==> src/rtl/sync_aligner_pkg.sv <==
package sync_aligner_pkg;
  typedef struct packed {
    logic fire;       // close the interval, pulse data-ready
    logic capture;    // record the offset since the last data-ready
    logic loadPause;  // start the hold-off with the recorded offset
  } ctlStrobes_t;

  typedef struct packed {
    logic periodDone; // interval reached its last cycle, not paused
    logic syncFall;   // synchronized falling edge of the sync line
  } dpStatus_t;
endpackage

==> src/rtl/sync_aligner_dp.sv <==
module sync_aligner_dp
  import sync_aligner_pkg::*;
#(
  parameter int CNT_W       = 16,
  parameter int SYNC_STAGES = 2
) (
  input  logic             clk,
  input  logic             rstN,
  input  logic [CNT_W-1:0] periodCfg,
  input  logic             syncN,
  input  ctlStrobes_t      ctl,
  output dpStatus_t        status,
  output logic             pauseBusy
);
  localparam logic [CNT_W-1:0] MIN_PERIOD = CNT_W'(2);
  localparam logic [CNT_W-1:0] CNT_MAX    = {CNT_W{1'b1}};

  logic [SYNC_STAGES:0] syncPipe;
  logic [CNT_W-1:0]     curPeriod;
  logic [CNT_W-1:0]     phaseCnt;
  logic [CNT_W-1:0]     sinceDrdy;
  logic [CNT_W-1:0]     offsetReg;
  logic [CNT_W-1:0]     pauseCnt;
  logic [CNT_W-1:0]     cfgClamped;

  assign cfgClamped = (periodCfg < MIN_PERIOD) ? MIN_PERIOD : periodCfg;

  // synchronizer stages plus one history bit for edge detection
  always_ff @(posedge clk) begin
    if (!rstN) syncPipe <= '1;
    else       syncPipe <= {syncPipe[SYNC_STAGES-1:0], syncN};
  end

  assign status.syncFall = syncPipe[SYNC_STAGES] & ~syncPipe[SYNC_STAGES-1];

  always_ff @(posedge clk) begin
    if (!rstN)         curPeriod <= cfgClamped;
    else if (ctl.fire) curPeriod <= cfgClamped;
  end

  always_ff @(posedge clk) begin
    if (!rstN)           phaseCnt <= '0;
    else if (ctl.fire)   phaseCnt <= '0;
    else if (!pauseBusy) phaseCnt <= phaseCnt + 1'b1;
  end

  assign status.periodDone = !pauseBusy && (phaseCnt == curPeriod - 1'b1);

  always_ff @(posedge clk) begin
    if (!rstN)                   sinceDrdy <= '0;
    else if (ctl.fire)           sinceDrdy <= '0;
    else if (sinceDrdy != CNT_MAX) sinceDrdy <= sinceDrdy + 1'b1;
  end

  always_ff @(posedge clk) begin
    if (!rstN)            offsetReg <= '0;
    else if (ctl.capture) offsetReg <= sinceDrdy;
  end

  always_ff @(posedge clk) begin
    if (!rstN)              pauseCnt <= '0;
    else if (ctl.loadPause) pauseCnt <= offsetReg;
    else if (pauseBusy)     pauseCnt <= pauseCnt - 1'b1;
  end

  assign pauseBusy = (pauseCnt != '0);
endmodule

==> src/rtl/sync_aligner_ctrl.sv <==
module sync_aligner_ctrl
  import sync_aligner_pkg::*;
(
  input  logic        clk,
  input  logic        rstN,
  input  dpStatus_t   status,
  output ctlStrobes_t ctl,
  output logic        drdyN
);
  logic pending;

  assign ctl.fire      = status.periodDone;
  assign ctl.capture   = status.syncFall;
  assign ctl.loadPause = status.periodDone && pending;

  // a new edge always wins over consumption in the same cycle
  always_ff @(posedge clk) begin
    if (!rstN)                  pending <= 1'b0;
    else if (status.syncFall)   pending <= 1'b1;
    else if (status.periodDone) pending <= 1'b0;
  end

  always_ff @(posedge clk) begin
    if (!rstN) drdyN <= 1'b1;
    else       drdyN <= ~status.periodDone;
  end
endmodule

==> src/rtl/sync_aligner.sv <==
module sync_aligner
  import sync_aligner_pkg::*;
#(
  parameter int CNT_W       = 16,
  parameter int SYNC_STAGES = 2
) (
  input  logic             clk,
  input  logic             rstN,
  input  logic [CNT_W-1:0] periodCfg,
  input  logic             syncN,
  output logic             drdyN,
  output logic             pauseActive,
  output logic             convEn
);
  ctlStrobes_t ctl;
  dpStatus_t   status;
  logic        pauseBusy;

  sync_aligner_dp #(.CNT_W(CNT_W), .SYNC_STAGES(SYNC_STAGES)) u_dp (
    .clk(clk), .rstN(rstN), .periodCfg(periodCfg), .syncN(syncN),
    .ctl(ctl), .status(status), .pauseBusy(pauseBusy)
  );

  sync_aligner_ctrl u_ctrl (
    .clk(clk), .rstN(rstN), .status(status), .ctl(ctl), .drdyN(drdyN)
  );

  assign pauseActive = pauseBusy;
  assign convEn      = ~pauseBusy;
endmodule

==> config.mk <==
export PLATFORM = sky130hd
export DESIGN_NAME = sync_aligner
export DESIGN_NICKNAME = d
export VERILOG_FILES = /design/src/rtl/sync_aligner_pkg.sv /design/src/rtl/sync_aligner_dp.sv /design/src/rtl/sync_aligner_ctrl.sv /design/src/rtl/sync_aligner.sv
export SDC_FILE = /design/constraint.sdc
export NUM_CORES = 1
export LEC_CHECK = 0
export ABC_AREA = 1
export BUFFER_PORTS_ARGS = -buffer_cell sky130_fd_sc_hd__clkbuf_2
export CORE_MARGIN = 1.5
export CORE_UTILIZATION = 55
export CTS_BUF_LIST = sky130_fd_sc_hd__clkbuf_4 sky130_fd_sc_hd__clkbuf_8
export DETAILED_ROUTE_END_ITERATION = 16
export HOLD_SLACK_MARGIN = 0.1
export PLACE_DENSITY = 0.73
export SYNTH_ARGS = -nofsm -noshare
export SYNTH_HDL_FRONTEND = slang
export SYNTH_SLANG_ARGS = --single-unit
export TNS_END_PERCENT = 30
==> constraint.sdc <==
create_clock -name clk -period 5.3 [get_ports clk]
set_input_delay 1.06 -clock clk [delete_from_list [all_inputs] [get_ports clk]]
set_output_delay 1.06 -clock clk [all_outputs]
set_load 0.1 [all_outputs]
==> load_flow_metrics.sql, run 1 <==
INSERT INTO impl_metrics (metric_group, metric, value, unit) VALUES
('outcome', 'status', 'finished clean', ''),
('setup_path', 'start_kind', 'flip-flop', ''),
('floorplan', 'dieArea', '8590', 'sq um'),
('sta', 'timing.final.max_slew_violations', '0', ''),
('cts', 'cts_made_buffers', '9', ''),
('setup_path', 'cp.required', '4240', 'ps'),
('setup_path', 'worstPathCellList', 'inv_1, ha_1, inv_1, nor3_1, nand2_1, nor2_4, inv_1, clkbuf_2', ''),
('layout', 'finish.instance_area', '4750', 'sq um'),
('cts', 'post_cts.repair.setup_buffers', '0', ''),
('pwr', 'p_switching', '634', 'uW'),
('sta', 'rsz0062_at_grt', 'no', ''),
('setup_path', 'largest_fanout_of_any_net_on_the_critical_path', '11', ''),
('route', 'drc_errors', '0', ''),
('route', 'detailroute.via_count', '3663', ''),
('global_route', 'groute.usage.overall', '22.6', '%'),
('route', 'avgViaCountPerCell', '5.07', ''),
('setup_path', 'critical-path-max-stage-delay', '430', 'ps'),
('worst_hold_path', 'worst_hold_path_type', 'flip-flop to flip-flop', ''),
('layout', 'most_frequent_cells_in_the_layout', '138 x sky130_fd_sc_hd__nand2_1, 88 x sky130_fd_sc_hd__nor2_1, 69 x sky130_fd_sc_hd__dfxtp_1, 61 x sky130_fd_sc_hd__inv_1', ''),
('placement', 'hpwl', '6580', 'um'),
('cts', 'cts_tree', 'yes', ''),
('setup_path', 'critPathCaptureType', 'primary output', ''),
('placement', 'place_worst_setup_slack', '2320', 'ps'),
('floorplan', 'floorplan.initialDensity', '56.9', '%'),
('placement', 'gp_congestion', '0.862', ''),
('layout', 'diodes', '0', ''),
('cts', 'clk_transition_reported_paths', '80', 'ps'),
('setup_path', 'critPathArrivalTime', '2160', 'ps'),
('setup_path', 'critical-path-top-cell-by-count', 'sky130_fd_sc_hd__inv_1', ''),
('synth', 'synthesis.nets', '633', ''),
('synth', 'post_synthesis_cell_count', '609', ''),
('route', 'firstDrtPassIters', '5', ''),
('floorplan', 'io_pins', '22', ''),
('layout', 'final_layout_size_suffix_gt1_share', '11.5', '%'),
('route', 'antenna_left', '0', ''),
('layout', 'finalNetCount', '639', ''),
('sta', 'final_critical_path_setup_slack', '2080', 'ps'),
('pwr', 'power.leakage', '0.00196', 'uW'),
('cts', 'tritoncts_num_sinks', '85', ''),
('sta', 'layout_min_cycle_time', '3220', 'ps'),
('synth', 'post_synth_instance_area', '4420', 'sq um'),
('setup_path', 'cpMaxStageDelayCell', 'sky130_fd_sc_hd__clkbuf_2', ''),
('sta', 'hold_ws', '429', 'ps'),
('synth', 'syn_avg_cell_area', '7.26', 'sq um'),
('floorplan', 'die-width', '92.7', 'um'),
('synth', 'portion_of_the_post_synthesis_area_used_by_sequential_elements', '42.1', '%'),
('synth', 'yosysUniqueCellTypes', '35', ''),
('cts', 'cts-root-to-sink-buffers', '2', ''),
('pwr', 'combPwrFrac', '30.8', '%'),
('global_route', 'grt_pass1_wl', '15400', 'um'),
('placement', 'placement.cell_area', '4540', 'sq um'),
('pwr', 'worst_ir_drop_vdd', '149', 'uV'),
('layout', 'layout.cells.most_common', 'sky130_fd_sc_hd__nand2_1', ''),
('placement', 'placement.io_buffers', '21', ''),
('job', 'maxCapViolations', '0', ''),
('layout', 'syn2layout_area_growth', '7.44', '%'),
('route', 'detail_route.wirelength', '8960', 'um'),
('floorplan', 'coreArea', '7770', 'sq um'),
('pwr', 'seqPwrFrac', '42.4', '%'),
('global_route', 'antenna_found_initial', '0', ''),
('global_route', 'grt_start_max_net_pins', '35', ''),
('cts', 'cts_resized', '0', ''),
('synth', 'synth_warnings', '0', ''),
('pwr', 'sw_frac_of_total', '35.0', '%'),
('sta', 'hold_violations', '0', ''),
('pwr', 'clock_power_share', '26.8', '%'),
('sta', 'layout_worst_path_cycle_share', '60.7', '%'),
('sta', 'finalSetupTns', '0', 'ps'),
('sta', 'finalClockSkew', '8.71', 'ps'),
('global_route', 'gr-total-overflow', '0', ''),
('cts', 'clock-root-buffer', 'sky130_fd_sc_hd__clkbuf_8', '');
[per-layer routing]
| metal | GRT usage (%) | part of all wire, % |
|---|---|---|
| met1 | 31.6 | 50 |
| met2 | 35.0 | 44 |
| met3 | 5.01 | 4.3 |
| met4 | 6.44 | 0.91 |
| met5 | 0 | 0 |
[final timing paths]
| check | end | cells after the start | slack [ps] | startpoint |
|---|---|---|---|---|
| setup reg to reg | u_dp.curPeriod[11] | 15 | 2300 | u_dp.curPeriod[0] |
| setup / recovery | pauseActive | 8 | 2080 | u_dp.pauseCnt[0] |
| hold / removal | u_dp.syncPipe[1] | 1 | 430 | u_dp.syncPipe[0] |
| hold reg to reg | u_dp.syncPipe[1] | 1 | 430 | u_dp.syncPipe[0] |
[worst max-delay path: cells and delay by family, from the launching register on]
kind,cells,cell delay (ps)
adder cells (fa/ha/maj),1,160
buffers and inverters,4,830
flip-flops,1,310
AND/OR/NAND/NOR,3,500
[flip-flops by register name (all words and copies together), names as in the netlist]
| signal | cells |
|---|---|
| u_dp.phaseCnt | 16 |
| u_ctrl.pending | 1 |
| u_dp.pauseCnt | 16 |
| u_dp.sinceDrdy | 16 |
| u_dp.curPeriod | 16 |
| u_dp.offsetReg | 16 |
| u_ctrl.drdyN | 1 |
| u_dp.syncPipe | 3 |
[cells by family (layout without fill, tap and decap cells)]
family	Yosys count	count (layout)	share of synthesized area, %
fa+ha+maj	5	5	1.41
flops	85	85	42.1
xor+xnor	42	42	8.32
simple gates	308	308	30.9
buf+inv	94	105	8.43
compound gates	75	75	8.80
[synthesized netlist by cell type]
cell,number,share of area (%)
sky130_fd_sc_hd__nor2_2,10,1.4
sky130_fd_sc_hd__nor2_1,88,7.5
sky130_fd_sc_hd__ha_1,5,1.4
sky130_fd_sc_hd__nor3_2,2,0.45
sky130_fd_sc_hd__nor4_1,5,0.71
sky130_fd_sc_hd__edfxtp_1,16,11
sky130_fd_sc_hd__xnor2_1,17,3.4
sky130_fd_sc_hd__and2_1,1,0.14
sky130_fd_sc_hd__nor2_4,3,0.76
sky130_fd_sc_hd__nand4_1,8,1.1
sky130_fd_sc_hd__nand2_1,138,12
sky130_fd_sc_hd__nand4_2,2,0.57
sky130_fd_sc_hd__clkbuf_1,20,1.7
sky130_fd_sc_hd__buf_6,2,0.51
sky130_fd_sc_hd__nor3_1,17,1.9
sky130_fd_sc_hd__nand2_2,2,0.28
sky130_fd_sc_hd__o21a_1,1,0.17
sky130_fd_sc_hd__clkinv_1,1,0.085
sky130_fd_sc_hd__o21bai_1,2,0.34
sky130_fd_sc_hd__buf_1,1,0.085
sky130_fd_sc_hd__a21oi_1,30,3.4
sky130_fd_sc_hd__or2_2,5,0.71
sky130_fd_sc_hd__inv_1,61,5.2
sky130_fd_sc_hd__o21ai_1,9,1.0
sky130_fd_sc_hd__dfxtp_1,69,31
sky130_fd_sc_hd__a31oi_1,2,0.28
sky130_fd_sc_hd__a31o_2,1,0.20
sky130_fd_sc_hd__nand3_2,3,0.68
sky130_fd_sc_hd__o21ai_0,30,3.4
sky130_fd_sc_hd__nor3b_1,2,0.34
sky130_fd_sc_hd__nand3b_1,3,0.51
sky130_fd_sc_hd__inv_2,5,0.42
sky130_fd_sc_hd__nand3_1,19,2.1
sky130_fd_sc_hd__xor2_1,25,5.0
sky130_fd_sc_hd__buf_2,4,0.45
[metrics by stage]
stage / cells / utilization (%)
2_1_floorplan: 609 / -
3_3_place_gp: 706 / 58.5
3_5_place_dp: 706 / 58.5
4_1_cts: 722 / 61.2
5_1_grt: 722 / 61.2
6_report: 722 / 61.2
[area by class of cell]
| class | instances | area, sq um |
|---|---|---|
| Clock buffer | 13 | 166 |
| Clock inverter | 3 | 43.8 |
| Fill cell | 736 | 3020 |
| Inverter | 67 | 251 |
| Multi-Input combinational cell | 430 | 2190 |
| Sequential cell | 85 | 1860 |
| Tap cell | 102 | 128 |
| Timing Repair Buffer | 22 | 113 |
[power groups by stage]
stage / Clock (uW) / Combinational (uW) / Sequential (uW)
2_1_floorplan: 0 / 467 / 773
3_3_place_gp: 0 / 539 / 781
3_5_place_dp: 0 / 552 / 783
4_1_cts: 496 / 557 / 768
5_1_grt: 528 / 639 / 775
6_report: 485 / 557 / 768
Note: power is estimated with default switching activity, not from simulation.
==> run 2: changes to the inputs <==
Clock period 5.3 ns to 3.2 ns, I/O delays scaled along.
==> load_flow_metrics.sql, run 2 (synthesis results as in run 1) <==
INSERT INTO impl_metrics (metric_group, metric, value, unit) VALUES
('route', 'drc_errors', '0', ''),
('cts', 'cts_hold_buffers', '0', ''),
('sta', 'rsz0062_at_grt', 'no', ''),
('cts', 'cts_tree', 'yes', ''),
('setup_path', 'cp.required', '2560', 'ps'),
('cts', 'cts-htree-levels', '3', ''),
('route', 'm1WireLength', '4700', 'um'),
('global_route', 'gr-total-overflow', '0', ''),
('route', 'detailroute.via_count', '3687', ''),
('sta', 'layout_min_cycle_time', '2860', 'ps'),
('route', 'detailroute.wirelength.met2', '3880', 'um'),
('placement', 'placement.cell_area', '4550', 'sq um'),
('floorplan', 'die-width', '92.7', 'um'),
('layout', 'layout.cells.most_common', 'sky130_fd_sc_hd__nand2_1', ''),
('pwr', 'post-layout-total-power', '3130', 'uW'),
('job', 'maxCapViolations', '0', ''),
('layout', 'finalNetCount', '640', ''),
('cts', 'cts_resized', '0', ''),
('setup_path', 'critical_path_class', 'flip-flop to primary output', ''),
('route', 'avgViaCountPerCell', '5.10', ''),
('placement', 'place_worst_setup_slack', '631', 'ps'),
('floorplan', 'dieArea', '8590', 'sq um'),
('cts', 'post_cts.repair.setup_buffers', '0', ''),
('sta', 'final_critical_path_setup_slack', '342', 'ps'),
('sta', 'finalSetupTns', '0', 'ps'),
('layout', 'most_frequent_cells_in_the_layout', '138 x sky130_fd_sc_hd__nand2_1, 88 x sky130_fd_sc_hd__nor2_1, 69 x sky130_fd_sc_hd__dfxtp_1, 61 x sky130_fd_sc_hd__inv_1', ''),
('floorplan', 'floorplan.initialDensity', '56.9', '%'),
('global_route', 'grt_pass1_wl', '15900', 'um'),
('worst_hold_path', 'worst_hold_path_type', 'flip-flop to flip-flop', ''),
('floorplan', 'coreArea', '7770', 'sq um'),
('cts', 'clock-root-buffer', 'sky130_fd_sc_hd__clkbuf_8', ''),
('route', 'detail_route.wirelength', '8970', 'um'),
('cts', 'clkLatencyLatePin', '350', 'ps'),
('cts', 'cts_made_buffers', '9', ''),
('sta', 'hold_violations', '0', ''),
('global_route', 'groute.usage.overall', '23.2', '%'),
('setup_path', 'critPathArrivalTime', '2220', 'ps'),
('placement', 'gp_congestion', '0.848', ''),
('route', 'initialDrtViolationCount', '237', ''),
('floorplan', 'num_rows', '32', ''),
('setup_path', 'largest_fanout_of_any_net_on_the_critical_path', '11', ''),
('global_route', 'antenna_found_initial', '0', ''),
('pwr', 'power.leakage', '0.00199', 'uW'),
('sta', 'slew_of_the_pin_with_the_lowest_slew_margin', '588', 'ps'),
('route', 'dr_wl_met3', '241', 'um'),
('cts', 'cts-root-to-sink-buffers', '2', ''),
('sta', 'setup-violations-final', '0', ''),
('setup_path', 'critPathCaptureType', 'primary output', ''),
('pwr', 'worst_ir_drop_vdd', '227', 'uV'),
('cts', 'tritoncts_num_sinks', '85', ''),
('sta', 'timing.final.max_slew_violations', '0', ''),
('sta', 'slew_headroom', '60.8', '%'),
('layout', 'final_layout_size_suffix_gt1_share', '11.6', '%'),
('layout', 'finish.instance_area', '4800', 'sq um'),
('layout', 'diodes', '0', ''),
('floorplan', 'io_pins', '22', ''),
('placement', 'placement.io_buffers', '21', ''),
('placement', 'hpwl', '6550', 'um'),
('cts', 'clk_transition_reported_paths', '80', 'ps'),
('route', 'firstDrtPassIters', '5', ''),
('setup_path', 'start_kind', 'flip-flop', ''),
('sta', 'layout_worst_path_cycle_share', '89.3', '%'),
('route', 'top_layer', 'met4', ''),
('pwr', 'pwr_density_cell', '652', 'nW/um^2'),
('floorplan', 'dieHeight', '92.7', 'um'),
('global_route', 'number_of_global_route_vias_before_repair', '3506', ''),
('outcome', 'status', 'finished clean', ''),
('layout', 'syn2layout_area_growth', '8.46', '%'),
('route', 'wl_per_cell', '12.4', 'um'),
('route', 'antenna_left', '0', ''),
('sta', 'finalClockSkew', '12.0', 'ps'),
('sta', 'peak_freq', '350', 'MHz'),
('global_route', 'grt_start_max_net_pins', '35', '');
## run 2: cell types whose count changed in the layout (fill, tap and decap cells not counted), sizes merged
cell / delta
bufinv: +2
buf: +1
clkbuf: -1
clkinv: +1
clkinvlp: -1
inv: -1
## run 2: area by class of cell
class | count | area [sq um]
clock buffer | 12 | 153
clock inverter | 4 | 95.1
fill | 706 | 2970
inverter | 67 | 251
multi-input combinational | 430 | 2190
sequential | 85 | 1860
tap | 102 | 128
timing repair buffer | 23 | 120
## run 2: power breakdown
part | switching (uW) | total [uW] | internal (uW) | leakage [uW]
logic | 593 | 931 | 338 | 0.00114
clock network | 368 | 925 | 557 | 0.000127
registers | 82.9 | 1270 | 1190 | 0.000719
total | 1040 | 3130 | 2080 | 0.00199
## run 2: metal layers
| metal | track usage [%] | vias to the layer above |
|---|---|---|
| li1 | - | 1939 |
| met1 | 32.8 | 1677 |
| met2 | 35.7 | 57 |
| met3 | 3.04 | 14 |
| met4 | 9.85 | 0 |
| met5 | 0 | - |
## run 2: worst max-delay path, stage by stage (launching register included)
cell and delay [ps]:
sky130_fd_sc_hd__dfxtp_1 320, sky130_fd_sc_hd__inv_1 130, sky130_fd_sc_hd__ha_1 170, sky130_fd_sc_hd__inv_1 50
sky130_fd_sc_hd__nor3_1 130, sky130_fd_sc_hd__nand2_1 120, sky130_fd_sc_hd__nor2_4 260, sky130_fd_sc_hd__inv_1 250
sky130_fd_sc_hd__clkbuf_2 430
## run 2: path summary, 6_finish.rpt
check	end	from	slack (ps)	cells past startpoint
worst max-delay path	pauseActive	u_dp.pauseCnt[0]	340	8
worst min-delay path	u_dp.syncPipe[1]	u_dp.syncPipe[0]	420	1
worst max register to register	u_dp.pauseCnt[15]	u_dp.pauseCnt[0]	580	15
worst min register to register	u_dp.syncPipe[1]	u_dp.syncPipe[0]	420	1
## run 2: stage by stage
stage | instances | hold slack (ps) | utilization [%]
3_3_place_gp | 707 | 407 | 58.6
3_5_place_dp | 707 | 408 | 58.6
4_1_cts | 723 | 430 | 61.8
5_1_grt | 723 | 445 | 61.8
6_report | 723 | 425 | 61.8
2_1_floorplan | 609 | 392 | -
